<file path="src/rtl/dbg_flow_pkg.sv">
package dbg_flow_pkg;
  typedef enum logic [1:0] {
    ST_RUN      = 2'd0,
    ST_DEBUG    = 2'd1,
    ST_STEP_RUN = 2'd2,
    ST_STEP_RET = 2'd3
  } dbg_state_e;

  typedef enum logic [1:0] {
    SRC_PROG = 2'd0,
    SRC_DIR  = 2'd1,
    SRC_MON  = 2'd2
  } fetch_src_e;

  typedef enum logic [1:0] {
    CAUSE_NONE = 2'd0,
    CAUSE_BKPT = 2'd1,
    CAUSE_REQ  = 2'd2,
    CAUSE_STEP = 2'd3
  } dbg_cause_e;

  localparam int unsigned ADDR_CMD  = 0;
  localparam int unsigned ADDR_INST = 1;
  localparam int unsigned ADDR_CFG  = 2;

  localparam int unsigned CMD_HALT   = 0;
  localparam int unsigned CMD_RESUME = 1;
  localparam int unsigned CMD_STEP   = 2;
endpackage

</file>
<file path="src/rtl/dbg_inst_reg.sv">
module dbg_inst_reg #(
  parameter int unsigned IW = 32
) (
  input  logic          clk_i,
  input  logic          rst_ni,
  input  logic          wr_i,
  input  logic [IW-1:0] wdata_i,
  input  logic          take_i,
  output logic          full_o,
  output logic [IW-1:0] inst_o
);
  logic          full_q;
  logic [IW-1:0] inst_q;

  always_ff @(posedge clk_i or negedge rst_ni) begin
    if (!rst_ni) begin
      full_q <= 1'b0;
      inst_q <= '0;
    end else begin
      if (wr_i) begin
        full_q <= 1'b1;  // a fresh write wins over a hand-off
        inst_q <= wdata_i;
      end else if (take_i) begin
        full_q <= 1'b0;
      end
    end
  end

  assign full_o = full_q;
  assign inst_o = inst_q;
endmodule

</file>
<file path="src/rtl/dbg_step_fsm.sv">
module dbg_step_fsm
  import dbg_flow_pkg::*;
(
  input  logic       clk_i,
  input  logic       rst_ni,
  input  logic       halt_i,
  input  logic       bkpt_i,
  input  logic       resume_i,
  input  logic       step_i,
  input  logic       fetch_i,
  input  logic       retire_i,
  output dbg_state_e state_o,
  output dbg_cause_e cause_o,
  output logic       step_fetched_o,
  output logic       entry_o
);
  dbg_state_e state_q, state_d;
  dbg_cause_e cause_q, cause_d;
  logic       fetched_q, fetched_d;
  logic       entry_q;

  always_comb begin
    state_d   = state_q;
    cause_d   = cause_q;
    fetched_d = fetched_q;
    unique case (state_q)
      ST_RUN: begin
        if (bkpt_i || halt_i) begin
          state_d = ST_DEBUG;
          cause_d = bkpt_i ? CAUSE_BKPT : CAUSE_REQ;
        end
      end
      ST_DEBUG: begin
        if (step_i) begin
          state_d   = ST_STEP_RUN;
          fetched_d = 1'b0;
        end else if (resume_i) begin
          state_d = ST_RUN;
        end
      end
      ST_STEP_RUN: begin
        if (fetch_i) fetched_d = 1'b1;
        if (retire_i) state_d = ST_STEP_RET;
      end
      ST_STEP_RET: begin
        state_d = ST_DEBUG;
        cause_d = CAUSE_STEP;
      end
      default: state_d = ST_RUN;
    endcase
  end

  always_ff @(posedge clk_i or negedge rst_ni) begin
    if (!rst_ni) begin
      state_q   <= ST_RUN;
      cause_q   <= CAUSE_NONE;
      fetched_q <= 1'b0;
      entry_q   <= 1'b0;
    end else begin
      state_q   <= state_d;
      cause_q   <= cause_d;
      fetched_q <= fetched_d;
      entry_q   <= (state_d == ST_DEBUG) && (state_q != ST_DEBUG);
    end
  end

  assign state_o        = state_q;
  assign cause_o        = cause_q;
  assign step_fetched_o = fetched_q;
  assign entry_o        = entry_q;
endmodule

</file>
<file path="src/rtl/dbg_flow_ctrl.sv">
module dbg_flow_ctrl
  import dbg_flow_pkg::*;
#(
  parameter int unsigned AW      = 2,
  parameter int unsigned DW      = 32,
  parameter int unsigned IW      = 32,
  parameter logic [31:0] MON_VEC = 32'h0000_0400
) (
  input  logic          clk_i,
  input  logic          rst_ni,
  input  logic          reg_we_i,
  input  logic [AW-1:0] reg_addr_i,
  input  logic [DW-1:0] reg_wdata_i,
  input  logic          bkpt_hit_i,
  input  logic          fetch_req_i,
  input  logic          retire_i,
  output logic [1:0]    fetch_src_o,
  output logic          stall_o,
  output logic [IW-1:0] dinst_o,
  output logic          dinst_full_o,
  output logic [31:0]   mon_vec_o,
  output logic          mon_entry_o,
  output logic [1:0]    state_o,
  output logic [1:0]    cause_o
);
  localparam int unsigned CW = (IW < DW) ? IW : DW;

  logic       cmd_wr, inst_wr, cfg_wr;
  logic       halt_cmd, resume_cmd, step_cmd;
  logic       mon_mode_q;
  logic       take, step_fetched, entry;
  logic [IW-1:0] inst_wdata;
  dbg_state_e state;
  dbg_cause_e cause;
  fetch_src_e src;

  assign cmd_wr     = reg_we_i && (reg_addr_i == AW'(ADDR_CMD));
  assign inst_wr    = reg_we_i && (reg_addr_i == AW'(ADDR_INST));
  assign cfg_wr     = reg_we_i && (reg_addr_i == AW'(ADDR_CFG));
  assign halt_cmd   = cmd_wr && reg_wdata_i[CMD_HALT];
  assign resume_cmd = cmd_wr && reg_wdata_i[CMD_RESUME];
  assign step_cmd   = cmd_wr && reg_wdata_i[CMD_STEP];

  always_comb begin
    inst_wdata       = '0;
    inst_wdata[CW-1:0] = reg_wdata_i[CW-1:0];
  end

  always_ff @(posedge clk_i or negedge rst_ni) begin
    if (!rst_ni)     mon_mode_q <= 1'b0;
    else if (cfg_wr) mon_mode_q <= reg_wdata_i[0];
  end

  dbg_step_fsm u_fsm (
    .clk_i         (clk_i),
    .rst_ni        (rst_ni),
    .halt_i        (halt_cmd),
    .bkpt_i        (bkpt_hit_i),
    .resume_i      (resume_cmd),
    .step_i        (step_cmd),
    .fetch_i       (fetch_req_i && !stall_o),
    .retire_i      (retire_i),
    .state_o       (state),
    .cause_o       (cause),
    .step_fetched_o(step_fetched),
    .entry_o       (entry)
  );

  // direct-mode hand-off only
  assign take = fetch_req_i && (state == ST_DEBUG) && !mon_mode_q && dinst_full_o;

  dbg_inst_reg #(.IW(IW)) u_inst (
    .clk_i  (clk_i),
    .rst_ni (rst_ni),
    .wr_i   (inst_wr),
    .wdata_i(inst_wdata),
    .take_i (take),
    .full_o (dinst_full_o),
    .inst_o (dinst_o)
  );

  always_comb begin
    src     = SRC_PROG;
    stall_o = 1'b0;
    unique case (state)
      ST_DEBUG: begin
        src     = mon_mode_q ? SRC_MON : SRC_DIR;
        stall_o = !mon_mode_q && !dinst_full_o;
      end
      ST_STEP_RUN: stall_o = step_fetched;
      ST_STEP_RET: begin
        src     = mon_mode_q ? SRC_MON : SRC_DIR;
        stall_o = 1'b1;
      end
      default: ;
    endcase
  end

  assign fetch_src_o = src;
  assign mon_vec_o   = MON_VEC;
  assign mon_entry_o = entry && mon_mode_q;
  assign state_o     = state;
  assign cause_o     = cause;
endmodule

</file>
<file path="config.mk">
export PLATFORM = sky130hd
export DESIGN_NAME = dbg_flow_ctrl
export DESIGN_NICKNAME = d
export VERILOG_FILES = /design/src/rtl/dbg_flow_pkg.sv /design/src/rtl/dbg_inst_reg.sv /design/src/rtl/dbg_step_fsm.sv /design/src/rtl/dbg_flow_ctrl.sv
export SDC_FILE = /design/constraint.sdc
export NUM_CORES = 1
export LEC_CHECK = 0
export ABC_AREA = 1
export BUFFER_PORTS_ARGS = -buffer_cell sky130_fd_sc_hd__clkbuf_2
export CAP_MARGIN = 20
export CORE_MARGIN = 2
export CORE_UTILIZATION = 44
export DETAILED_ROUTE_END_ITERATION = 16
export PLACE_DENSITY = 0.8
export SLEW_MARGIN = 20
export SYNTH_ARGS = -nofsm -noshare
export SYNTH_HDL_FRONTEND = slang
export SYNTH_HIERARCHICAL = 1
export SYNTH_SLANG_ARGS = --single-unit
</file>
<file path="constraint.sdc">
create_clock -name clk_i -period 1.3 [get_ports clk_i]
set_clock_uncertainty 0.1 [all_clocks]
set_input_delay 0.13 -clock clk_i [delete_from_list [all_inputs] [get_ports clk_i]]
set_output_delay 0.13 -clock clk_i [all_outputs]
set_load 0.005 [all_outputs]
</file>
==> impl_summary.txt, run 1 <==
----------------------------------------------------
[Run status]
  Result of the run ... completed

[Route]
  DRC viols ... 0
  Drt pass-1 iters ... 6
  Antenna violation net count after detailed routing ... 0
  Count of routing violations after the opening detailed-route iteration ... 43
  Wirelength per Cell ... 10.79 um
  Total number of vias ... 1771
  DRT Wirelength ... 4.435 mm
  Via density per instance ... 4.309

[CTS]
  Number of CTS-inserted buffers ... 5
  TritonCTS sink count ... 40
  Worst-skew pair later-pin latency ... 290 ps
  Max Root-Sink Buffers ... 2
  Master cell of the clock root buffer ... sky130_fd_sc_hd__clkbuf_8
  Maximum level of the CTS H-tree ... 2
  TritonCTS clock tree ... yes
  CTS clock-pin slew for the worst setup and hold paths ... 70 ps

[Finish]
  Number of cells in the finished layout apart from fillers ... 411
  Antenna diode count ... 0
  Area overhead of the layout relative to synthesis ... 40.20%
  Total number of nets in the final design ... 398
  Most common library cell in the layout ignoring fill and taps ... sky130_fd_sc_hd__nand2_1
  Highest-count cells in the layout ignoring fill and taps ... sky130_fd_sc_hd__nand2_1, sky130_fd_sc_hd__clkbuf_2, sky130_fd_sc_hd__dfrtp_1
  Filler cell count ... 375
  Cell area after layout ... 2801 sq um
  Share of cells above drive strength 1 ... 0.3343

[Timing]
  Final Slew Violations ... 0
  Final Hold Viols ... 0
  Period utilization ... 0.9878
  Final setup violation count ... 0
  Unrepaired setup endpoints after global routing ... true
  Final Critical Period ... 1284 ps
  Slack of the critical path ... 15.88 ps
  F_max ... 0.7787 GHz

[Pwr]
  Internal power ... 2.606 mW
  Leakage Power ... 1.647 nW
  Psw ... 1.122 mW
  Sw Share ... 0.3009
  Portion of total power attributed to sequential cells ... 0.449
  Power per standard cell area ... 1331 nW/um^2
  Maximum ir drop on the vdd rail ... 0.7607 mV
  Proportion of power drawn by the clock network ... 0.267
  Logic pwr share ... 0.284

[Global routing]
  Met2 global-route usage ... 0.3344
  GRT Resource Usage Total ... 0.1833
  Met1 GRT Util ... 0.2117
  Via count of the first global-routing pass ... 1708
  Global-route track usage on met3 ... 0.04782
  Total overflow reported by the global router ... 0
  Maximum number of pins on one net before global-route repair ... 41
  Wire length of the first global-routing pass ... 7.396 mm
  Number of antenna violations at the first check in global routing ... 0
  Most heavily used metal layer in global routing ... met2

[Floorplan]
  Core area ... 4354 sq um
  Standard-cell rows ... 24
  Overall die width ... 71.39 um
  Vertical die dimension ... 71.39 um
  Top-level port count ... 113
  Initial Utilization ... 0.4589
  Die Footprint ... 5097 sq um

[Critical path]
  Capture instance of the worst register-to-register path ... u_fsm/cause_o[1]
  Endpoint class of the critical path ... primary output
  Start point of the critical path ... u_fsm/state_o[0]
  Worst R2R Path Depth ... 6
  Worst setup path category ... flop to primary output
  Maximum fanout encountered on the critical timing path ... 6
  Data arrival time of the critical path ... 1050 ps
  Category of the worst setup path launch point ... flop
  Worst R2R Start ... u_fsm/state_o[0]
  Worst setup path end ... stall_o
  Crit path required time ... 1070 ps
  Worst setup slack for register-to-register paths ... 40 ps

[Placement]
  Dpl cells ... 363
  Global placer's final weighted congestion ... 0.7420
  Placement-stage cell area ... 2291 sq um
  Total half-perimeter wirelength after legalization and detailed placement ... 2.849 mm
  Buffers on Ports ... 80
  Pre-CTS setup slack ... 142.4 ps

[Synth]
  Yosys warns ... 6
  Mean Syn Cell Area ... 8.431 sq um
  FF+latch count, synth ... 40
  Sequential share of the synthesized area ... 0.5009
  Synth cell types ... 17
  Post-synthesis instance area ... 1998 sq um
  Gate count of the mapped netlist ... 237

[Job]
  Max_cap viols ... 0

[Hold path]
  Worst hold path type ... input port to flop

----------------------------------------------------
-- kinds of logic (layout without fill, tap and decap cells) --
logic type,Yosys count,in the layout,share of synthesized area
buffers and inverters,56,148,0.2035
flip-flops,40,40,0.5009
other,2,32,0.003758
AND/OR/NAND/NOR,134,134,0.2774
AO/OA/AOI/OAI,5,5,0.01440
-- power groups by stage --
stage          clock, mW  sequential, mW  combinational, mW
2_1_floorplan          0            1.71              0.483
3_3_place_gp           0            1.70              0.821
3_5_place_dp           0            1.71              0.845
4_1_cts             1.03            1.67               1.05
5_1_grt             1.09            1.71               1.19
6_report           0.993            1.67               1.06
-- worst max-delay path, cell delays in order (launching register included) --
cell,delay [ps]
sky130_fd_sc_hd__dfrtp_2,450
sky130_fd_sc_hd__o21ai_2,130
sky130_fd_sc_hd__nand2_2,70
sky130_fd_sc_hd__clkbuf_2,110
-- sequential cells by signal (all words and copies together), names as in the netlist --
name,count
u_fsm/cause_o,2
u_fsm/entry_o,1
u_fsm/step_fetched_o,1
u_fsm/state_o,2
u_inst/inst_o,32
u_inst/full_o,1
mon_mode_q,1
-- worst min-delay path by stage --
stage,startpoint,to,slack [ps],depth (start not counted)
4_1_cts,reg_we_i,mon_mode_q,50,3
6_report,retire_i,u_fsm/state_o[0],60,5
2_1_floorplan,rst_ni,mon_mode_q,-270,0
3_5_place_dp,rst_ni,u_inst/inst_o[12],20,2
3_3_place_gp,rst_ni,u_inst/inst_o[12],20,2
5_1_grt,fetch_req_i,u_fsm/step_fetched_o,80,5
-- through the flow --
step | total power, mW | hold slack [ps] | util | setup TNS (ps)
6_report | 3.727 | 57.10 | 0.6434 | 0
5_1_grt | 3.992 | 77.65 | 0.6434 | -151.0
4_1_cts | 3.751 | 54.03 | 0.6408 | 0
3_5_place_dp | 2.557 | 23.07 | 0.5261 | 0
3_3_place_gp | 2.523 | 21.98 | 0.5261 | 0
2_1_floorplan | 2.188 | -265.6 | - | 0
-- metal layers --
metal  wire length, um  share of wire
met2              2334           0.53
met5                 0              0
met1              1763           0.40
met3               291          0.066
met4                45          0.010
-- cells in the mapped netlist --
| master | instances | share of area |
|---|---|---|
| sky130_fd_sc_hd__buf_12 | 1 | 0.010 |
| sky130_fd_sc_hd__nor2_2 | 2 | 0.0063 |
| sky130_fd_sc_hd__buf_4 | 32 | 0.12 |
| sky130_fd_sc_hd__nor2_1 | 5 | 0.0094 |
| sky130_fd_sc_hd__dfrtp_1 | 40 | 0.50 |
| sky130_fd_sc_hd__clkbuf_8 | 3 | 0.021 |
| sky130_fd_sc_hd__nor3_2 | 1 | 0.0050 |
| sky130_fd_sc_hd__nand3_1 | 5 | 0.013 |
| sky130_fd_sc_hd__conb_1 | 2 | 0.0038 |
| sky130_fd_sc_hd__inv_8 | 1 | 0.0056 |
| sky130_fd_sc_hd__buf_6 | 3 | 0.017 |
| sky130_fd_sc_hd__nand2_2 | 11 | 0.034 |
| sky130_fd_sc_hd__inv_1 | 16 | 0.030 |
| sky130_fd_sc_hd__nand2_1 | 109 | 0.20 |
| sky130_fd_sc_hd__o21ai_2 | 1 | 0.0044 |
| sky130_fd_sc_hd__o21ai_0 | 4 | 0.010 |
| sky130_fd_sc_hd__nand3_2 | 1 | 0.0050 |
-- repair_timing --
action                                 CTS  global route
setup endpoints to repair                3             6
gates resized for setup                  3             4
pin swaps                                2             0
buffers inserted                         6             0
hold buffers                            34             0
endpoints found under the hold margin   73             0
-- final cells by class --
| type | instances | area (sq um) | share of cell area |
|---|---|---|---|
| inverters | 17 | 71.32 | 0.02546 |
| clock buffers | 5 | 68.82 | 0.02456 |
| multi-input cells | 171 | 713.2 | 0.2546 |
| well taps | 52 | 65.06 | 0.02322 |
| clock inverters | 3 | 42.54 | 0.01519 |
| repair buffers | 123 | 837.1 | 0.2988 |
| flip-flops and latches | 40 | 1003 | 0.3582 |
Power figures use the tool's default switching activity.
==> run 2, diff against run 1 <==
--- a/config.mk
+++ b/config.mk
@@ -5,13 +5,12 @@
 export SDC_FILE = /design/constraint.sdc
 export NUM_CORES = 1
 export LEC_CHECK = 0
-export ABC_AREA = 1
 export BUFFER_PORTS_ARGS = -buffer_cell sky130_fd_sc_hd__clkbuf_2
 export CAP_MARGIN = 20
-export CORE_MARGIN = 2
+export CORE_MARGIN = 1
 export CORE_UTILIZATION = 44
 export DETAILED_ROUTE_END_ITERATION = 16
-export PLACE_DENSITY = 0.8
+export PLACE_DENSITY = 0.79
 export SLEW_MARGIN = 20
 export SYNTH_ARGS = -nofsm -noshare
 export SYNTH_HDL_FRONTEND = slang
==> run 2 against run 1 <==
Compared with the run above: the flow now finishes with violations (DRC, setup timing); register-to-register slack worse by 30 ps; synthesized cell count fell by 37%; flip-flop and latch count unchanged; largest power group unchanged; wire length decreased by 8.7%; total power grew 3.5%.
==> impl_summary.txt, run 2 <==
----------------------------------------------------
[Synth]
  Yosys warns ... 6 (unchanged)
  Post-synthesis instance area ... 2068 sq um (+3.5%)
  Gate count of the mapped netlist ... 149 (-37%)
  Mean Syn Cell Area ... 13.88 sq um (+65%)
  Commonest register cell after synthesis ... sky130_fd_sc_hd__dfrtp_1
  FF+latch count, synth ... 40 (unchanged)
  Synth cell types ... 27 (+10)
  Top-count cell post-synth ... sky130_fd_sc_hd__dfrtp_1
  Post-synth EDFFs ... 0 (unchanged)
  Top cell types by occurrence after synthesis ... sky130_fd_sc_hd__dfrtp_1, sky130_fd_sc_hd__buf_4, sky130_fd_sc_hd__mux2_4
  Cells taking the most area after synthesis ... sky130_fd_sc_hd__dfrtp_1, sky130_fd_sc_hd__mux2_4, sky130_fd_sc_hd__buf_4, sky130_fd_sc_hd__buf_12, sky130_fd_sc_hd__mux2_2
  Fraction of synthesis flops using an asynchronous set or reset pin ... 1.000 (unchanged)
  Sequential share of the synthesized area ... 0.4840 (-0.01697)
  Library cell occupying the most area in the post-synthesis netlist ... sky130_fd_sc_hd__dfrtp_1
  Area fraction of the dominant cell type after synthesis ... 0.4840 (-0.01697)

[Finish]
  Area overhead of the layout relative to synthesis ... 40.71%
  Total number of nets in the final design ... 313 (-21%)
  Filler cell count ... 329 (-12%)
  Share of cells above drive strength 1 ... 0.5275 (+0.1932)
  Number of cells in the finished layout apart from fillers ... 325 (-21%)
  Most common library cell in the layout ignoring fill and taps ... sky130_fd_sc_hd__clkbuf_2
  Core Util, Final ... 0.6548 (+0.01145)
  Highest-count cells in the layout ignoring fill and taps ... sky130_fd_sc_hd__clkbuf_2, sky130_fd_sc_hd__dfrtp_1, sky130_fd_sc_hd__conb_1, sky130_fd_sc_hd__dlygate4sd3_1, sky130_fd_sc_hd__mux2_4
  Antenna diode count ... 0 (unchanged)
  Max reg flops ... 32 (unchanged)

[Floorplan]
  Die Footprint ... 4979 sq um (-2.3%)
  Initial Utilization ... 0.4654 (+0.006464)
  Standard-cell rows ... 24 (unchanged)
  Core area ... 4444 sq um (+2.1%)
  Top-level port count ... 113 (unchanged)
  Overall die width ... 70.56 um (-1.2%)
  Vertical die dimension ... 70.56 um (-1.2%)

[Route]
  DRT Wirelength ... 4.049 mm (-8.7%)
  Count of routing violations after the opening detailed-route iteration ... 65 (+51%)
  DRC viols ... 12 (+12)
  Drt pass-1 iters ... 10 (+4)
  Antenna violation net count after detailed routing ... 0 (unchanged)
  Wirelength per Cell ... 12.46 um (+15%)
  Total number of vias ... 1451 (-18%)
  Via density per instance ... 4.465 (+3.6%)

[CTS]
  TritonCTS clock tree ... yes
  Max Root-Sink Buffers ... 2 (unchanged)
  Master cell of the clock root buffer ... sky130_fd_sc_hd__clkbuf_8
  TritonCTS sink count ... 40 (unchanged)
  Number of CTS-inserted buffers ... 5 (unchanged)
  Maximum level of the CTS H-tree ... 2 (unchanged)
  CTS clock-pin slew for the worst setup and hold paths ... 70 ps (about the same)
  Worst-skew pair later-pin latency ... 270 ps (-20 ps)

[Global routing]
  Global-route track usage on met3 ... 0.04416 (-0.003660)
  Met1 GRT Util ... 0.2022 (-0.009485)
  Maximum number of pins on one net before global-route repair ... 41 (unchanged)
  Total overflow reported by the global router ... 0 (unchanged)
  Met2 global-route usage ... 0.3182 (-0.01613)
  GRT Resource Usage Total ... 0.1725 (-0.01076)
  Number of antenna violations at the first check in global routing ... 0 (unchanged)
  Via count of the first global-routing pass ... 1456 (-15%)
  Most heavily used metal layer in global routing ... met2
  Wire length of the first global-routing pass ... 6.644 mm (-10%)

[Placement]
  Dpl cells ... 280 (-23%)
  Pre-CTS setup slack ... -17.48 ps (-159.9 ps)
  Total half-perimeter wirelength after legalization and detailed placement ... 2.524 mm (-11%)
  Buffers on Ports ... 80 (unchanged)
  Global placer's final weighted congestion ... 0.7818 (+5.4%)

[Timing]
  Period utilization ... 1.064 (+0.07622)
  Final Slew Violations ... 0 (unchanged)
  F_max ... 0.7230 GHz (-7.2%)
  Final setup violation count ... 4 (+4)
  Slack of the critical path ... -83.21 ps (-99.09 ps)
  Final Hold Viols ... 0 (unchanged)
  Unrepaired setup endpoints after global routing ... true
  Final Critical Period ... 1383 ps (+99.09 ps)

[Critical path]
  Category of the worst setup path launch point ... flop
  Worst R2R Path Depth ... 5 (-1)
  Capture instance of the worst register-to-register path ... u_fsm/state_o[0]
  Data arrival time of the critical path ... 1150 ps (+100 ps)
  Maximum fanout encountered on the critical timing path ... 3 (-3)
  Endpoint class of the critical path ... primary output
  Worst setup path category ... flop to primary output
  Worst R2R Start ... u_fsm/state_o[1]
  Crit path required time ... 1070 ps (about the same)
  Worst setup slack for register-to-register paths ... 10 ps (-30 ps)

[Pwr]
  Logic pwr share ... 0.344 (+0.060)
  Portion of total power attributed to sequential cells ... 0.435 (-0.014)
  Proportion of power drawn by the clock network ... 0.220 (-0.047)
  Sw Share ... 0.2692 (-0.03176)
  Maximum ir drop on the vdd rail ... 0.6575 mV (-14%)
  Leakage Power ... 1.503 nW (-8.7%)
  Psw ... 1.038 mW (-7.4%)
  Power per standard cell area ... 1325 nW/um^2 (-0.39%)
  Internal power ... 2.819 mW (+8.2%)

[Job]
  Max_cap viols ... 0 (unchanged)

[Hold path]
  Endpoint, Worst Hold ... u_inst/inst_o[1]
  Hold Crit Depth ... 2 (-3)
  Worst hold path type ... input port to flop
  Launch point of the worst hold path ... reg_wdata_i[1]

[Run status]
  Result of the run ... finished with violations
  Violated checks ... DRC, setup timing

----------------------------------------------------
run 2: changes by cell type after synthesis, moves of 3 or more:
cell,change
sky130_fd_sc_hd__nand2_2,-11
sky130_fd_sc_hd__inv_1,-13
sky130_fd_sc_hd__mux2_2,+3
sky130_fd_sc_hd__and2_1,+5
sky130_fd_sc_hd__mux2_4,+30
sky130_fd_sc_hd__a21oi_1,+4
sky130_fd_sc_hd__o21ai_0,-4
sky130_fd_sc_hd__clkbuf_8,-3
sky130_fd_sc_hd__nand3_1,-5
sky130_fd_sc_hd__nand2_1,-106
run 2: worst max path at each step:
stage | start | to | slack, ps
global route | u_fsm/state_o[1] | stall_o | -140
floorplan | u_fsm/state_o[1] | u_fsm/state_o[0] | 100
global placement | reg_addr_i[1] | u_fsm/cause_o[0] | 20
CTS | u_fsm/state_o[1] | stall_o | -80
finish | u_fsm/state_o[1] | stall_o | -80
detailed placement | reg_addr_i[1] | u_fsm/cause_o[0] | -20
run 2: worst max-delay path, stage by stage, from the launching register on:
cell and delay [ps]:
sky130_fd_sc_hd__dfrtp_1 400, sky130_fd_sc_hd__o21bai_4 180, sky130_fd_sc_hd__a22o_1 180, sky130_fd_sc_hd__clkbuf_2 110
run 2: per-stage QoR:
stage / setup TNS (ps) / area [sq um] / hold WS (ps) / total power [mW]
2_1_floorplan: 0 / 2181 / -265.6 / 2.354
3_5_place_dp: -17.48 / 2401 / 18.16 / 2.746
3_3_place_gp: 0 / 2401 / 18.42 / 2.721
6_report: -124.3 / 2910 / 10.49 / 3.857
4_1_cts: -111.4 / 2900 / 2.786 / 3.873
5_1_grt: -412.8 / 2910 / 1.687 / 4.094
run 2: final cells by class:
cell class | instances | area, sq um | area share
flip-flops and latches | 40 | 1002 | 0.3444
multi-input cells | 98 | 873.3 | 0.3001
repair buffers | 125 | 862.1 | 0.2962
clock buffers | 7 | 96.34 | 0.03310
well taps | 52 | 65.06 | 0.02236
inverters | 3 | 11.26 | 0.003869
run 2: cell families after synthesis:
logic type	share of synthesized area
flip-flops	0.4840
AND/OR/NAND/NOR	0.05444
AO/OA/AOI/OAI	0.05384
multiplexers	0.2390
other	0.003631
buffers and inverters	0.1652
run 2: power groups by stage:
stage	clock network (mW)	registers [mW]	logic (mW)
5_1_grt	0.944	1.71	1.44
4_1_cts	0.895	1.68	1.30
3_3_place_gp	0	1.70	1.02
3_5_place_dp	0	1.71	1.04
2_1_floorplan	0	1.71	0.649
6_report	0.850	1.68	1.33
run 2: metal layers:
| metal | wire length [um] | up-vias |
|---|---|---|
| li1 | - | 687 |
| met1 | 1585 | 694 |
| met2 | 2221 | 65 |
| met3 | 206 | 5 |
| met4 | 35 | 0 |
| met5 | 0 | - |
run 2: repair_timing:
item,4_1_cts,5_1_grt
setup endpoints to repair,3,7
hold buffers,32,0
hold endpoints to repair,71,0
setup buffers,6,0
gates resized for setup,10,3
pin swaps,2,1
==> run 3, diff against run 2 <==
--- a/config.mk
+++ b/config.mk
@@ -7,10 +7,12 @@
 export LEC_CHECK = 0
 export BUFFER_PORTS_ARGS = -buffer_cell sky130_fd_sc_hd__clkbuf_2
 export CAP_MARGIN = 20
+export CELL_PAD_IN_SITES_DETAIL_PLACEMENT = 0
+export CELL_PAD_IN_SITES_GLOBAL_PLACEMENT = 1
 export CORE_MARGIN = 1
-export CORE_UTILIZATION = 44
+export CORE_UTILIZATION = 34
 export DETAILED_ROUTE_END_ITERATION = 16
-export PLACE_DENSITY = 0.79
+export PLACE_DENSITY_LB_ADDON = 0.1
 export SLEW_MARGIN = 20
 export SYNTH_ARGS = -nofsm -noshare
 export SYNTH_HDL_FRONTEND = slang
==> run 3 against run 2 <==
Compared with the run above: the flow finishes with violations (setup timing); design area up 0.60%; register-to-register slack got worse by 20 ps; non-clock buffer count fell by 1; wire length is 1.5% higher; flip-flop and latch count unchanged; largest power group unchanged; clock power shrank 2.9%; global-route usage decreased by 4.6 points; final cell count up 7.1%; sequential power about the same; largest cell class unchanged; critical path depth is the same; combinational power hardly changed.
==> impl_summary.txt, run 3 (synthesis gave the netlist of run 2 again) <==
----------------------------------------------------
[Floorplan]
  Die Footprint ... 6399 sq um (+29%)
  Vertical die dimension ... 80.00 um (+13%)
  Core area ... 5886 sq um (+32%)
  Top-level port count ... 113 (unchanged)
  Initial Utilization ... 0.3514 (-0.1140)
  Standard-cell rows ... 28 (+17%)
  Overall die width ... 80.00 um (+13%)

[Finish]
  Area occupied by multi-input gates ... 873.3 sq um (unchanged)
  Share of cells above drive strength 1 ... 0.5275 (unchanged)
  Number of cells in the finished layout apart from fillers ... 348 (+7.1%)
  Max reg flops ... 32 (unchanged)
  Total number of nets in the final design ... 312 (-0.32%)
  Highest-count cells in the layout ignoring fill and taps ... sky130_fd_sc_hd__clkbuf_2, sky130_fd_sc_hd__dfrtp_1, sky130_fd_sc_hd__dlygate4sd3_1
  Filler cell count ... 526 (+60%)
  Most common library cell in the layout ignoring fill and taps ... sky130_fd_sc_hd__clkbuf_2
  Core Util, Final ... 0.4974 (-0.1574)
  Area overhead of the layout relative to synthesis ... 41.56%
  Sequential cell area ... 1003 sq um (+0.12%)
  Antenna diode count ... 0 (unchanged)

[CTS]
  Number of CTS-inserted buffers ... 5 (unchanged)
  Master cell of the clock root buffer ... sky130_fd_sc_hd__clkbuf_8
  CTS clock-pin slew for the worst setup and hold paths ... 70 ps (about the same)
  Worst-skew pair later-pin latency ... 280 ps (about the same)
  Max Root-Sink Buffers ... 2 (unchanged)
  TritonCTS clock tree ... yes
  TritonCTS sink count ... 40 (unchanged)
  Maximum level of the CTS H-tree ... 2 (unchanged)

[Pwr]
  Psw ... 1.065 mW (+2.5%)
  Maximum ir drop on the vdd rail ... 0.5042 mV (-23%)
  Power per standard cell area ... 1309 nW/um^2 (-1.2%)
  Logic pwr share ... 0.341 (-0.003)
  Total power of the final layout ... 3.832 mW (-0.65%)
  Sw Share ... 0.2778 (+0.008607)
  Internal power ... 2.768 mW (-1.8%)
  Leakage Power ... 1.497 nW (-0.44%)
  Portion of total power attributed to sequential cells ... 0.443 (+0.008)
  Proportion of power drawn by the clock network ... 0.215 (-0.005)

[Timing]
  Period utilization ... 1.075 (+0.01064)
  Unrepaired setup endpoints after global routing ... true
  F_max ... 0.7158 GHz (-0.99%)
  Hold Worst Slack ... 16.73 ps (+6.247 ps)
  Slack of the critical path ... -97.04 ps (-13.84 ps)
  Final Hold Viols ... 0 (unchanged)
  Final setup violation count ... 2 (-2)
  Final Critical Period ... 1397 ps (+13.84 ps)
  Final Slew Violations ... 0 (unchanged)

[Route]
  Total number of vias ... 1448 (-0.21%)
  Count of routing violations after the opening detailed-route iteration ... 33 (-49%)
  DRT Wirelength ... 4.110 mm (+1.5%)
  Antenna violation net count after detailed routing ... 0 (unchanged)
  Wirelength per Cell ... 11.81 um (-5.2%)
  Drt pass-1 iters ... 3 (-7)
  Via density per instance ... 4.161 (-6.8%)
  DRC viols ... 0 (-12)

[Placement]
  Dpl cells ... 303 (+8.2%)
  Buffers on Ports ... 80 (unchanged)
  Global placer's final weighted congestion ... 0.7117 (-9.0%)
  Total half-perimeter wirelength after legalization and detailed placement ... 2.856 mm (+13%)

[Global routing]
  Number of antenna violations at the first check in global routing ... 0 (unchanged)
  Maximum number of pins on one net before global-route repair ... 41 (unchanged)
  GRT Resource Usage Total ... 0.1270 (-0.04551)
  Wire length of the first global-routing pass ... 6.196 mm (-6.7%)
  Total overflow reported by the global router ... 0 (unchanged)
  Via count of the first global-routing pass ... 1407 (-3.4%)

[Critical path]
  Worst R2R Start ... u_fsm/state_o[1]
  Buffers & Inverters on Critical Path ... 1 (unchanged)
  Worst R2R Path Depth ... 5 (unchanged)
  Capture instance of the worst register-to-register path ... u_fsm/step_fetched_o
  Slowest CP cell ... sky130_fd_sc_hd__dfrtp_1
  Worst setup slack for register-to-register paths ... -10 ps (-20 ps)
  Cells along the critical path ... o21bai_4, a22o_1, clkbuf_2
  Maximum fanout encountered on the critical timing path ... 4 (+1)
  CP max stage delay ... 410 ps (about the same)
  Data arrival time of the critical path ... 1170 ps (+20 ps)
  Crit path required time ... 1070 ps (about the same)
  Worst setup path category ... flop to primary output
  Category of the worst setup path launch point ... flop
  Dominant delay contributor by cell family on the critical path ... flip-flops
  Endpoint class of the critical path ... primary output

[Run status]
  Violated checks ... setup timing
  Result of the run ... finished with violations

[Job]
  Max_cap viols ... 0 (unchanged)

[Hold path]
  Launch point of the worst hold path ... reg_wdata_i[0]
  Endpoint, Worst Hold ... u_inst/inst_o[0]
  Hold Crit Depth ... 2 (unchanged)
  Worst hold path type ... input port to flop

----------------------------------------------------
[run 3: how the worst max path moves through the flow]
stage	end	cells after the start	start
after floorplan	u_fsm/state_o[0]	4	u_fsm/state_o[1]
after global placement	u_fsm/cause_o[0]	5	reg_addr_i[1]
after detailed placement	u_fsm/cause_o[0]	5	reg_addr_i[1]
after CTS	stall_o	3	u_fsm/state_o[1]
after global routing	stall_o	3	u_fsm/state_o[1]
final	stall_o	3	u_fsm/state_o[1]
[run 3: routing by layer]
metal | part of all wire | global-route usage
met1 | 0.41 | 0.1420
met2 | 0.54 | 0.2342
met3 | 0.045 | 0.03086
met4 | 0.0071 | 0.04107
met5 | 0 | 0
[run 3: what timing repair did]
action,4_1_cts,5_1_grt
endpoints found under the setup margin,3,6
buffers inserted,3,1
pin swaps,1,4
cloned,0,0
gates resized for setup,6,6
endpoints found under the hold margin,72,0
hold buffers,33,0
[run 3: cell type report]
cell class	instances	share of cell area
inverter	3	0.003846
clock inverter	2	0.003419
clock buffer	6	0.02821
timing repair buffer	124	0.2915
sequential	40	0.3427
multi-input combinational	98	0.2983
tap	75	0.03205
[run 3: power groups by stage]
stage                     clock network [mW]  registers, mW  logic [mW]
after floorplan                            0           1.71       0.649
after global placement                     0           1.70        1.04
after detailed placement                   0           1.71        1.06
after CTS                              0.870           1.70        1.26
after global routing                   0.907           1.74        1.42
final                                  0.825           1.70        1.31
[run 3: stage by stage]
stage | setup WS (ps) | setup TNS, ps | area (sq um)
after floorplan | 95.93 | 0 | 2181
after global placement | 15.27 | 0 | 2430
after detailed placement | -49.72 | -49.72 | 2430
after CTS | -105.8 | -116.4 | 2902
after global routing | -135.4 | -305.5 | 2928
final | -97.04 | -104.1 | 2928
